`src/rtl/mdrop_pkg.sv`:
```
package mdrop_pkg;
   typedef enum logic [1:0] {
      RXS_IDLE,
      RXS_START,
      RXS_DATA,
      RXS_STOP
   } rx_state_e;

   localparam int unsigned FLG_VALID = 0;
   localparam int unsigned FLG_ADDR  = 1;
   localparam int unsigned FLG_FERR  = 2;
   localparam int unsigned FLG_N     = 3;
endpackage

```
`src/rtl/mdrop_baud.sv`:
```
module mdrop_baud #(
   parameter int unsigned DIV = 16
) (
   input  logic clk,
   input  logic rst_n,
   output logic tick
);
   generate
      if (DIV == 1) begin : g_direct
         assign tick = 1'b1;
      end else begin : g_count
         localparam int unsigned DW = $clog2(DIV);
         logic [DW-1:0] cnt;
         always_ff @(posedge clk or negedge rst_n) begin
            if (!rst_n) begin
               cnt <= '0;
            end else if (cnt == DW'(DIV - 1)) begin
               cnt <= '0;
            end else begin
               cnt <= cnt + 1'b1;
            end
         end
         assign tick = (cnt == DW'(DIV - 1));
      end
   endgenerate
endmodule

```
`src/rtl/mdrop_rx_deser.sv`:
```
module mdrop_rx_deser
   import mdrop_pkg::*;
#(
   parameter int unsigned NBITS = 9,
   parameter int unsigned OSR   = 16
) (
   input  logic             clk,
   input  logic             rst_n,
   input  logic             tick,
   input  logic             rx_en,
   input  logic             rxd,
   output logic             done,
   output logic [NBITS-1:0] bits,
   output logic             stop_ok
);
   localparam int unsigned CW   = $clog2(OSR);
   localparam int unsigned IW   = (NBITS > 1) ? $clog2(NBITS) : 1;
   localparam int unsigned HALF = OSR / 2;

   logic [1:0]       sync_q;
   logic             line;
   rx_state_e        st;
   logic [CW-1:0]    cnt;
   logic [IW-1:0]    idx;
   logic [NBITS-1:0] sh;

   always_ff @(posedge clk or negedge rst_n) begin
      if (!rst_n) sync_q <= 2'b11;
      else        sync_q <= {sync_q[0], rxd};
   end
   assign line = sync_q[1];

   always_ff @(posedge clk or negedge rst_n) begin
      if (!rst_n) begin
         st      <= RXS_IDLE;
         cnt     <= '0;
         idx     <= '0;
         sh      <= '0;
         done    <= 1'b0;
         stop_ok <= 1'b1;
      end else if (!rx_en) begin
         st   <= RXS_IDLE;
         done <= 1'b0;
      end else begin
         done <= 1'b0;
         if (tick) begin
            case (st)
               RXS_IDLE: begin
                  if (!line) begin
                     st  <= RXS_START;
                     cnt <= '0;
                  end
               end
               RXS_START: begin
                  if (cnt == CW'(HALF - 1)) begin
                     cnt <= '0;
                     idx <= '0;
                     st  <= line ? RXS_IDLE : RXS_DATA;
                  end else begin
                     cnt <= cnt + 1'b1;
                  end
               end
               RXS_DATA: begin
                  if (cnt == CW'(OSR - 1)) begin
                     cnt <= '0;
                     sh  <= {line, sh[NBITS-1:1]};
                     if (idx == IW'(NBITS - 1)) st <= RXS_STOP;
                     else                       idx <= idx + 1'b1;
                  end else begin
                     cnt <= cnt + 1'b1;
                  end
               end
               RXS_STOP: begin
                  if (cnt == CW'(OSR - 1)) begin
                     cnt     <= '0;
                     done    <= 1'b1;
                     stop_ok <= line;
                     st      <= RXS_IDLE;
                  end else begin
                     cnt <= cnt + 1'b1;
                  end
               end
               default: st <= RXS_IDLE;
            endcase
         end
      end
   end
   assign bits = sh;


   rx_off_quiet_chk: assert property (@(posedge clk) disable iff (!rst_n)
      !rx_en |=> !done);
endmodule

```
`src/rtl/mdrop_rx_filter.sv`:
```
module mdrop_rx_filter
   import mdrop_pkg::*;
#(
   parameter int unsigned NBITS = 9
) (
   input  logic             clk,
   input  logic             rst_n,
   input  logic             done,
   input  logic [NBITS-1:0] bits,
   input  logic             stop_ok,
   input  logic             cfg_mp_en,
   input  logic             cfg_addr_pol,
   input  logic             rx_block,
   input  logic [FLG_N-1:0] flag_clr,
   output logic [NBITS-1:0] rx_data,
   output logic             rx_valid,
   output logic             rx_addr_flag,
   output logic             rx_ferr_flag
);
   logic             is_addr;
   logic             good;
   logic             store;
   logic [FLG_N-1:0] set_vec;
   logic [FLG_N-1:0] flags;

   assign is_addr = cfg_mp_en && (bits[NBITS-1] == cfg_addr_pol);
   assign good    = done && stop_ok;
   assign store   = good && (is_addr || !rx_block);

   assign set_vec[FLG_VALID] = store;
   assign set_vec[FLG_ADDR]  = good && is_addr;
   assign set_vec[FLG_FERR]  = done && !stop_ok;

   always_ff @(posedge clk or negedge rst_n) begin
      if (!rst_n)     rx_data <= '0;
      else if (store) rx_data <= bits;
   end

   generate
      for (genvar g = 0; g < FLG_N; g++) begin : g_flag
         logic q;
         always_ff @(posedge clk or negedge rst_n) begin
            if (!rst_n) q <= 1'b0;
            else        q <= set_vec[g] | (q & ~flag_clr[g]);
         end
         assign flags[g] = q;
      end
   endgenerate

   assign rx_valid     = flags[FLG_VALID];
   assign rx_addr_flag = flags[FLG_ADDR];
   assign rx_ferr_flag = flags[FLG_FERR];


   addr_stored_chk: assert property (@(posedge clk) disable iff (!rst_n)
      $rose(rx_addr_flag) |-> rx_valid);

   blocked_drop_chk: assert property (@(posedge clk) disable iff (!rst_n)
      (done && rx_block && !is_addr) |=> $stable(rx_data));

   no_addr_mode_chk: assert property (@(posedge clk) disable iff (!rst_n)
      (!cfg_mp_en && !rx_addr_flag) |=> !rx_addr_flag);

   ferr_drop_chk: assert property (@(posedge clk) disable iff (!rst_n)
      $rose(rx_ferr_flag) |-> $stable(rx_data));

   clear_valid_chk: assert property (@(posedge clk) disable iff (!rst_n)
      (flag_clr[FLG_VALID] && !store) |=> !rx_valid);
endmodule

```
`src/rtl/mdrop_tx.sv`:
```
module mdrop_tx #(
   parameter int unsigned NBITS = 9,
   parameter int unsigned OSR   = 16
) (
   input  logic             clk,
   input  logic             rst_n,
   input  logic             tick,
   input  logic             wr8,
   input  logic             wr9,
   input  logic [NBITS-1:0] wdata,
   input  logic             dflt_msb,
   output logic             txd,
   output logic             tx_oe,
   output logic             busy
);
   localparam int unsigned FW = NBITS + 2;
   localparam int unsigned CW = $clog2(OSR);
   localparam int unsigned BW = $clog2(FW);

   logic [FW-1:0]    sh;
   logic [CW-1:0]    cnt;
   logic [BW-1:0]    bitn;
   logic [NBITS-1:0] frame;

   assign frame = wr9 ? wdata : {dflt_msb, wdata[NBITS-2:0]};

   always_ff @(posedge clk or negedge rst_n) begin
      if (!rst_n) begin
         sh   <= '1;
         cnt  <= '0;
         bitn <= '0;
         busy <= 1'b0;
      end else if (!busy) begin
         if (wr8 || wr9) begin
            sh   <= {1'b1, frame, 1'b0};
            cnt  <= '0;
            bitn <= '0;
            busy <= 1'b1;
         end
      end else if (tick) begin
         if (cnt == CW'(OSR - 1)) begin
            cnt <= '0;
            sh  <= {1'b1, sh[FW-1:1]};
            if (bitn == BW'(FW - 1)) busy <= 1'b0;
            else                     bitn <= bitn + 1'b1;
         end else begin
            cnt <= cnt + 1'b1;
         end
      end
   end

   assign txd   = busy ? sh[0] : 1'b1;
   assign tx_oe = busy;


   start_low_chk: assert property (@(posedge clk) disable iff (!rst_n)
      $rose(busy) |-> !txd);

   stop_high_chk: assert property (@(posedge clk) disable iff (!rst_n)
      $fell(busy) |-> $past(txd));

   busy_write_ignored_chk: assert property (@(posedge clk) disable iff (!rst_n)
      (busy && (wr8 || wr9) && !tick) |=> (busy && $stable(sh)));
endmodule

```
`src/rtl/mdrop_uart.sv`:
```
module mdrop_uart
   import mdrop_pkg::*;
#(
   parameter int unsigned NBITS = 9,
   parameter int unsigned OSR   = 16,
   parameter int unsigned DIV   = 16
) (
   input  logic             clk,
   input  logic             rst_n,
   input  logic             cfg_mp_en,
   input  logic             cfg_addr_pol,
   input  logic             cfg_tx_msb,
   input  logic             rx_en,
   input  logic             rx_block,
   input  logic             rxd,
   output logic [NBITS-1:0] rx_data,
   output logic             rx_valid,
   output logic             rx_addr_flag,
   output logic             rx_ferr_flag,
   input  logic [2:0]       flag_clr,
   input  logic             tx_wr8,
   input  logic             tx_wr9,
   input  logic [NBITS-1:0] tx_wdata,
   output logic             txd,
   output logic             tx_oe,
   output logic             tx_busy
);
   generate
      if (NBITS < 2) begin : g_bad_nbits
         $error("mdrop_uart: NBITS must be at least 2");
      end
      if (OSR < 4 || (OSR % 2) != 0) begin : g_bad_osr
         $error("mdrop_uart: OSR must be even and at least 4");
      end
      if (DIV < 1) begin : g_bad_div
         $error("mdrop_uart: DIV must be at least 1");
      end
   endgenerate

   logic             tick;
   logic             fr_done;
   logic [NBITS-1:0] fr_bits;
   logic             fr_stop_ok;

   mdrop_baud #(.DIV(DIV)) u_baud (
      .clk   (clk),
      .rst_n (rst_n),
      .tick  (tick)
   );

   mdrop_rx_deser #(.NBITS(NBITS), .OSR(OSR)) u_deser (
      .clk     (clk),
      .rst_n   (rst_n),
      .tick    (tick),
      .rx_en   (rx_en),
      .rxd     (rxd),
      .done    (fr_done),
      .bits    (fr_bits),
      .stop_ok (fr_stop_ok)
   );

   mdrop_rx_filter #(.NBITS(NBITS)) u_filter (
      .clk          (clk),
      .rst_n        (rst_n),
      .done         (fr_done),
      .bits         (fr_bits),
      .stop_ok      (fr_stop_ok),
      .cfg_mp_en    (cfg_mp_en),
      .cfg_addr_pol (cfg_addr_pol),
      .rx_block     (rx_block),
      .flag_clr     (flag_clr),
      .rx_data      (rx_data),
      .rx_valid     (rx_valid),
      .rx_addr_flag (rx_addr_flag),
      .rx_ferr_flag (rx_ferr_flag)
   );

   mdrop_tx #(.NBITS(NBITS), .OSR(OSR)) u_tx (
      .clk      (clk),
      .rst_n    (rst_n),
      .tick     (tick),
      .wr8      (tx_wr8),
      .wr9      (tx_wr9),
      .wdata    (tx_wdata),
      .dflt_msb (cfg_tx_msb),
      .txd      (txd),
      .tx_oe    (tx_oe),
      .busy     (tx_busy)
   );


   idle_line_high_chk: assert property (@(posedge clk) disable iff (!rst_n)
      !tx_oe |-> txd);
endmodule

```
`config.mk`:
```
export PLATFORM = sky130hd
export DESIGN_NAME = mdrop_uart
export DESIGN_NICKNAME = d
export VERILOG_FILES = /design/src/rtl/mdrop_pkg.sv /design/src/rtl/mdrop_baud.sv /design/src/rtl/mdrop_rx_deser.sv /design/src/rtl/mdrop_rx_filter.sv /design/src/rtl/mdrop_tx.sv /design/src/rtl/mdrop_uart.sv
export SDC_FILE = /design/constraint.sdc
export NUM_CORES = 1
export LEC_CHECK = 0
export BUFFER_PORTS_ARGS = -buffer_cell sky130_fd_sc_hd__buf_2
export CAP_MARGIN = 25
export CORE_MARGIN = 8
export CORE_UTILIZATION = 45
export CTS_CLUSTER_DIAMETER = 200
export DETAILED_ROUTE_END_ITERATION = 10
export GPL_TIMING_DRIVEN = 0
export PLACE_DENSITY_LB_ADDON = 0.15
export SYNTH_ARGS = -nofsm -noshare
export SYNTH_HDL_FRONTEND = slang
export SYNTH_SLANG_ARGS = --single-unit
```
`constraint.sdc`:
```
create_clock -name clk -period 2.2 [get_ports clk]
set_input_delay 0.33 -clock clk [delete_from_list [all_inputs] [get_ports clk]]
set_output_delay 0.33 -clock clk [all_outputs]
set_load 0.01 [all_outputs]
```
# Word-level counts from Yosys, hierarchy flattened

Index checks and enable logic that the tools add are counted.

Mux-type cells: 41
Add/sub/neg operators: 5
Eq/ne operators: 23
Reduce and logical (&&, ||, !) cells: 21
Bitwise logic cells: 9

Operators with widths:

| kind                                                 | count |
|---|---|
| two-way mux 4 bit                                    | 15 |
| two-way mux 11 bit                                   | 4 |
| adder 4 x 1 -> 4 bit (second input constant)         | 5 |
| equality test 4 bit (second input constant)          | 5 |
| two-way mux 2 bit                                    | 8 |
| != test 3 x 2 -> 1 bit (second input constant)       | 4 |
| case mux 4 bit (3 select lines)                      | 1 |
| AND reduction 4 bit                                  | 3 |
| AND reduction 6 bit                                  | 2 |
| two-way mux 1 bit                                    | 10 |
| != test 2 bit (second input constant)                | 5 |
| two-way mux 9 bit                                    | 1 |
| case mux 2 bit (4 select lines)                      | 1 |
| case mux 4 bit (2 select lines)                      | 1 |
| != test 2 x 1 -> 1 bit (second input constant)       | 3 |
| AND reduction 3 bit                                  | 2 |
| logical AND 1 bit                                    | 5 |
| equality test 2 bit (second input constant)          | 2 |
| equality test 4 x 3 -> 1 bit (second input constant) | 1 |
| nonzero test 2 bit                                   | 2 |
| AND 1 bit                                            | 3 |
| != test 3 bit (second input constant)                | 1 |
| NOT 1 bit                                            | 3 |
| OR 1 bit                                             | 3 |
| other kinds (7)                                      | 9 |

Input port bits: 22
Word-level logic and storage cells: 115
Flip-flop bits (word level): 59
Output and inout port bits: 15

# Longest topological paths before layout

Depth after elaboration: 6
Depth in mapped cells: 7
Mapped depth without buffers: 6

# By module

A second synthesis with hierarchy kept.

Cells, all modules: 301
Area, all modules: 3115.5 um^2

By module, submodules not included:

| module          | seq. area each (um^2) | times used | area each (um^2) | cells an instance |
|---|---|---|---|---|
| mdrop_rx_deser  | 579.3                 | 1          | 1116.1           | 99 |
| mdrop_tx        | 488.0                 | 1          | 1007.2           | 96 |
| mdrop_rx_filter | 300.3                 | 1          | 823.3            | 93 |
| mdrop_baud      | 100.1                 | 1          | 168.9            | 13 |

# Least setup slack after synthesis

Ideal clock, no wire load.

Path kind: reg2reg
Start: reg u_baud.g_count.cnt[0]
End: reg u_deser.idx[1]
Data required time: 2075 ps
Slack: 428 ps
Period minus slack after synthesis: 1772 ps
Path buffers: 1
Data arrival time: 1647 ps
Stages on the path, launching flop included: 7
Library setup time: 125 ps
Path through: dfrtp_1 > ha_1 > buf_2 > nand4_4 > nor4_4 > nand2_2 > mux2_4

Cells in the longest elaborated chain, start to end: 2

Ends and longest elaborated chain:

| element                              | RTL line             | RTL |
|---|---|---|
| start, declared                      | mdrop_baud.sv:13     | `logic [DW-1:0] cnt;` |
| start signal, assigned               | mdrop_baud.sv:20     | `cnt <= cnt + 1'b1;` |
| equality test 4 bit                  | mdrop_baud.sv:23     | `assign tick = (cnt == DW'(DIV - 1));` |
| AND reduction 6 bit (no source line) | n/a                  |  |
| end signal, assigned                 | mdrop_rx_deser.sv:68 | `else idx <= idx + 1'b1;` |
| end, declared                        | mdrop_rx_deser.sv:24 | `logic [IW-1:0] idx;` |

No other way between the ends.
A chain may end at the register's enable or synchronous reset.

# Worst setup path after layout

Same ends and word-level chain as after synthesis.

==> reports/qor.json <==
{
  "setup_path": {
    "crit_buf_inv": 1,
    "critical_path.startpoint_type": "register",
    "worstPathCellList": "ha_1 > buf_2 > nand4_4 > nor4_4 > nand2_2 > mux2_4",
    "critical-path-slowest-cell": "sky130_fd_sc_hd__nor4_4",
    "timing.critical_path.fanout_max": 10,
    "crit_family": "simple AND/OR/NAND/NOR gates",
    "critical_path_arrival_ns": 2.24,
    "crit_type": "reg -> reg",
    "cpPeakStageDelay_ns": 0.57,
    "worst-endpoint-required_ns": 2.41,
    "critPathCaptureType": "register"
  },
  "grt": {
    "antenna_found_initial": 0,
    "grt_max_degree": 41,
    "grt.total_usage_pct": 13.13,
    "gr-total-overflow": 0,
    "wire_length_of_the_first_global_routing_pass_um": 9066,
    "grt_pass1_vias": 1884
  },
  "sta": {
    "setup_viol_count_final": 0,
    "finalHoldViolations": 0,
    "skew_ns": 0.006252,
    "maxSlewHeadroom_pct": 53.32,
    "aggregate_negative_setup_slack_ns": 0,
    "timing.final.crit_period_ns": 2.032,
    "worstMarginPinSlew_ns": 0.6950,
    "post-route-period-util_pct": 92.38,
    "slew_viol_final": 0,
    "setup_repair_after_global_routing_missed_its_margin": "no",
    "clock.fmax_mhz": 492.0
  },
  "synthesis": {
    "ys_types": 44,
    "ys_ff_latch": 58,
    "postSynthCellCount": 235,
    "syn-num-nets": 264,
    "synth_async_sr_flop_share_pct": 100.0,
    "mappedNetlistArea_um2": 2688,
    "seq_area_frac_synth_pct": 54.61,
    "synth_top_family_by_area": "simple AND/OR/NAND/NOR gates",
    "muxShareOfSynthArea_pct": 13.04,
    "area_fraction_in_compound_gates_after_synthesis_pct": 9.544,
    "synth_enable_flop_cells": 0,
    "post_synth_and_or_nand_nor_area_fraction_pct": 14.25,
    "synth_warnings": 0,
    "yosys.area_share.adder_pct": 3.259,
    "ys.flop_type": "sky130_fd_sc_hd__dfrtp_1",
    "mean_instance_size_in_the_synthesized_netlist_um2": 11.44,
    "synthXorXnorAreaFrac_pct": 1.955
  },
  "power": {
    "power.total_w": 0.002582,
    "p_int_w": 0.001974,
    "p_sw_share_pct": 23.53,
    "power.share.sequential_pct": 49.0,
    "ir_worst_vdd_mv": 0.4775,
    "power_frac_clock_pct": 42.0,
    "leakagePower_nw": 1.582,
    "power.combinational.fraction_pct": 9.1,
    "powerDensity_nw_per_um2": 803.6,
    "power_switching_w": 0.0006076
  },
  "finish": {
    "multiInputGateArea_um2": 1130,
    "final_cell_count_no_fill": 364,
    "antennaDiodeCount": 0,
    "finalCoreUtilization_pct": 54.92,
    "seq_area_um2": 1468,
    "finalNetCount": 313,
    "drive_gt1_share_pct": 34.26,
    "final_cell_area_um2": 3213,
    "fillers": 523,
    "layout-area-overhead-vs-synth_pct": 19.55
  },
  "routing": {
    "final_antenna_net_count": 0,
    "post_drt_via_cell_ratio": 5.288,
    "dr_total_vias": 1925,
    "drt_pre_antenna_iters": 4,
    "wire_length_after_detailed_routing_um": 5065,
    "drt_drc_violations_left": 0,
    "first_iter_violations": 74,
    "route.detailed.wl_per_inst_um": 13.91
  },
  "floorplanning": {
    "die_w_um": 93.28,
    "core-area_um2": 5851,
    "num_rows": 28,
    "starting_density_of_the_core_pct": 45.94,
    "ios": 37,
    "die_area_um2": 8701,
    "fp.dieH_um": 93.28
  },
  "clock_tree": {
    "numClockSinks": 58,
    "clock_latency_ns": 0.33,
    "cts_root_buffer": "sky130_fd_sc_hd__clkbuf_8",
    "clock_path_buffers": 2,
    "cts-buffers-inserted": 9,
    "cts.htree.levels": 3,
    "tritoncts_clock_tree": "done",
    "cts.clk_slew.worst_paths_ns": 0.06
  },
  "worst_hold_path": {
    "hp-class": "in -> reg"
  },
  "status": {
    "outcome": "complete, no violations"
  },
  "placed_design": {
    "detailed_place_hpwl_um": 3598,
    "place_congestion": 0.7611,
    "port_buffers": 36,
    "placed_cells": 347,
    "area_after_dpl_um2": 2982
  },
  "flow_run": {
    "maxCapViolations": 0
  }
}
[cells in the mapped netlist (2+ instances only)]
cell	number	area share, %
sky130_fd_sc_hd__nor4_1	4	0.93
sky130_fd_sc_hd__o211ai_1	2	0.56
sky130_fd_sc_hd__nand4_1	4	0.93
sky130_fd_sc_hd__nor3_1	4	0.74
sky130_fd_sc_hd__a31oi_1	2	0.47
sky130_fd_sc_hd__nand2_2	2	0.47
sky130_fd_sc_hd__buf_2	3	0.56
sky130_fd_sc_hd__ha_1	7	3.3
sky130_fd_sc_hd__clkbuf_1	4	0.56
sky130_fd_sc_hd__nand3_1	7	1.3
sky130_fd_sc_hd__xnor2_1	4	1.3
sky130_fd_sc_hd__dfrtp_1	45	42
sky130_fd_sc_hd__dfstp_2	13	13
sky130_fd_sc_hd__nand3b_1	3	0.84
sky130_fd_sc_hd__mux2i_1	11	4.1
sky130_fd_sc_hd__nor2_1	19	2.7
sky130_fd_sc_hd__o21ai_0	11	2.0
sky130_fd_sc_hd__buf_4	2	0.56
sky130_fd_sc_hd__nand4b_1	3	0.98
sky130_fd_sc_hd__a21oi_1	15	2.8
sky130_fd_sc_hd__nand2_1	15	2.1
sky130_fd_sc_hd__and3b_1	2	0.65
sky130_fd_sc_hd__xor2_1	2	0.65
sky130_fd_sc_hd__inv_1	12	1.7
sky130_fd_sc_hd__mux2_2	20	8.4
[kinds of logic (layout without fill, tap and decap cells)]
| logic type | after synthesis | after routing |
|---|---|---|
| buffers and inverters | 21 | 75 |
| adder cells (fa/ha/maj) | 7 | 7 |
| flip-flops | 58 | 58 |
| multiplexers | 32 | 32 |
| AND/OR/NAND/NOR | 69 | 69 |
| XOR/XNOR | 6 | 6 |
| AO/OA/AOI/OAI | 42 | 42 |
[placed cells by master (no fill, tap or decap), drive strengths merged, types with 2 or more instances in the layout]
master    netlist  layout
ha              7       7
and3b           2       2
nand2          17      17
mux2i          11      11
inv            12      12
mux2           21      21
dfstp          13      13
bufinv          0       2
a21oi          15      15
dfrtp          45      45
nor3            4       4
a21o            2       2
o21ai          12      12
xor2            2       2
nor4            5       5
nand4           5       5
buf             5      42
clkinvlp        0       2
a31oi           2       2
xnor2           4       4
clkbuf          4      16
nor2           19      19
o211ai          2       2
nand3b          3       3
nand4b          3       3
nand3           7       7
[flip-flops by register name, indices dropped and copies added, names as in the netlist, 4 cells and up]
register / cells
u_tx.sh: 10
u_deser.bits: 9
u_filter.rx_data: 9
u_baud.g_count.cnt: 4
u_deser.cnt: 4
u_deser.idx: 4
u_tx.bitn: 4
u_tx.cnt: 4
[repair_timing]
action	4_1_cts	5_1_grt
gates resized for setup	0	2
hold endpoints to repair	18	0
buffers inserted	0	0
hold buffers	1	0
endpoints found under the setup margin	0	1
[per-stage QoR]
stage / hold slack, ns / setup WS, ns
floorplan: 0.03441 / 0.4276
global placement: 0.3462 / 0.1757
detailed placement: 0.3055 / 0.1724
CTS: 0.07716 / 0.02212
global route: 0.09179 / 0.006330
finish: 0.09921 / 0.1675
[layout make-up]
class	instances	share of cell area, %
well taps	75	2.921
plain buffers	9	1.441
clock inverters	4	2.336
repair buffers	38	6.542
flip-flops and latches	58	45.68
inverters	12	1.402
multi-input cells	156	35.16
clock buffers	12	4.517
[power groups by stage]
stage	sequential [W]	clock [W]	combinational, W
floorplan	0.00126	0	0.000157
global placement	0.00128	0	0.000225
detailed placement	0.00128	0	0.000237
CTS	0.00126	0.00112	0.000241
global route	0.00128	0.00116	0.000280
finish	0.00126	0.00108	0.000234
[worst paths after layout]
kind | depth (start not counted) | startpoint | slack (ns) | to
worst max-delay path | 6 | u_baud.g_count.cnt[0]$_DFF_PN0_ | 0.17 | u_deser.idx[1]$_DFFE_PN0P_
worst min-delay path | 1 | rxd | 0.1 | u_deser.sync_q[0]$_DFF_PN1_
worst max register to register | 6 | u_baud.g_count.cnt[0]$_DFF_PN0_ | 0.17 | u_deser.idx[1]$_DFFE_PN0P_
worst min register to register | 0 | u_deser.sync_q[0]$_DFF_PN1_ | 0.36 | u_deser.sync_q[1]$_DFF_PN1_
max in group asynchronous | 3 | rst_n | 1.08 | u_deser.sync_q[1]$_DFF_PN1_
min in group asynchronous | 2 | rst_n | 0.49 | u_deser.st[0]$_DFFE_PN0P_
[layer usage]
metal / global-route usage (%) / vias up / wire length [µm]
li1: - / 938 / -
met1: 16.61 / 936 / 2346
met2: 19.86 / 42 / 2383
met3: 3.365 / 9 / 225
met4: 7.651 / 0 / 110
met5: 0 / - / 0
Note: power is estimated with default switching activity, not from simulation.
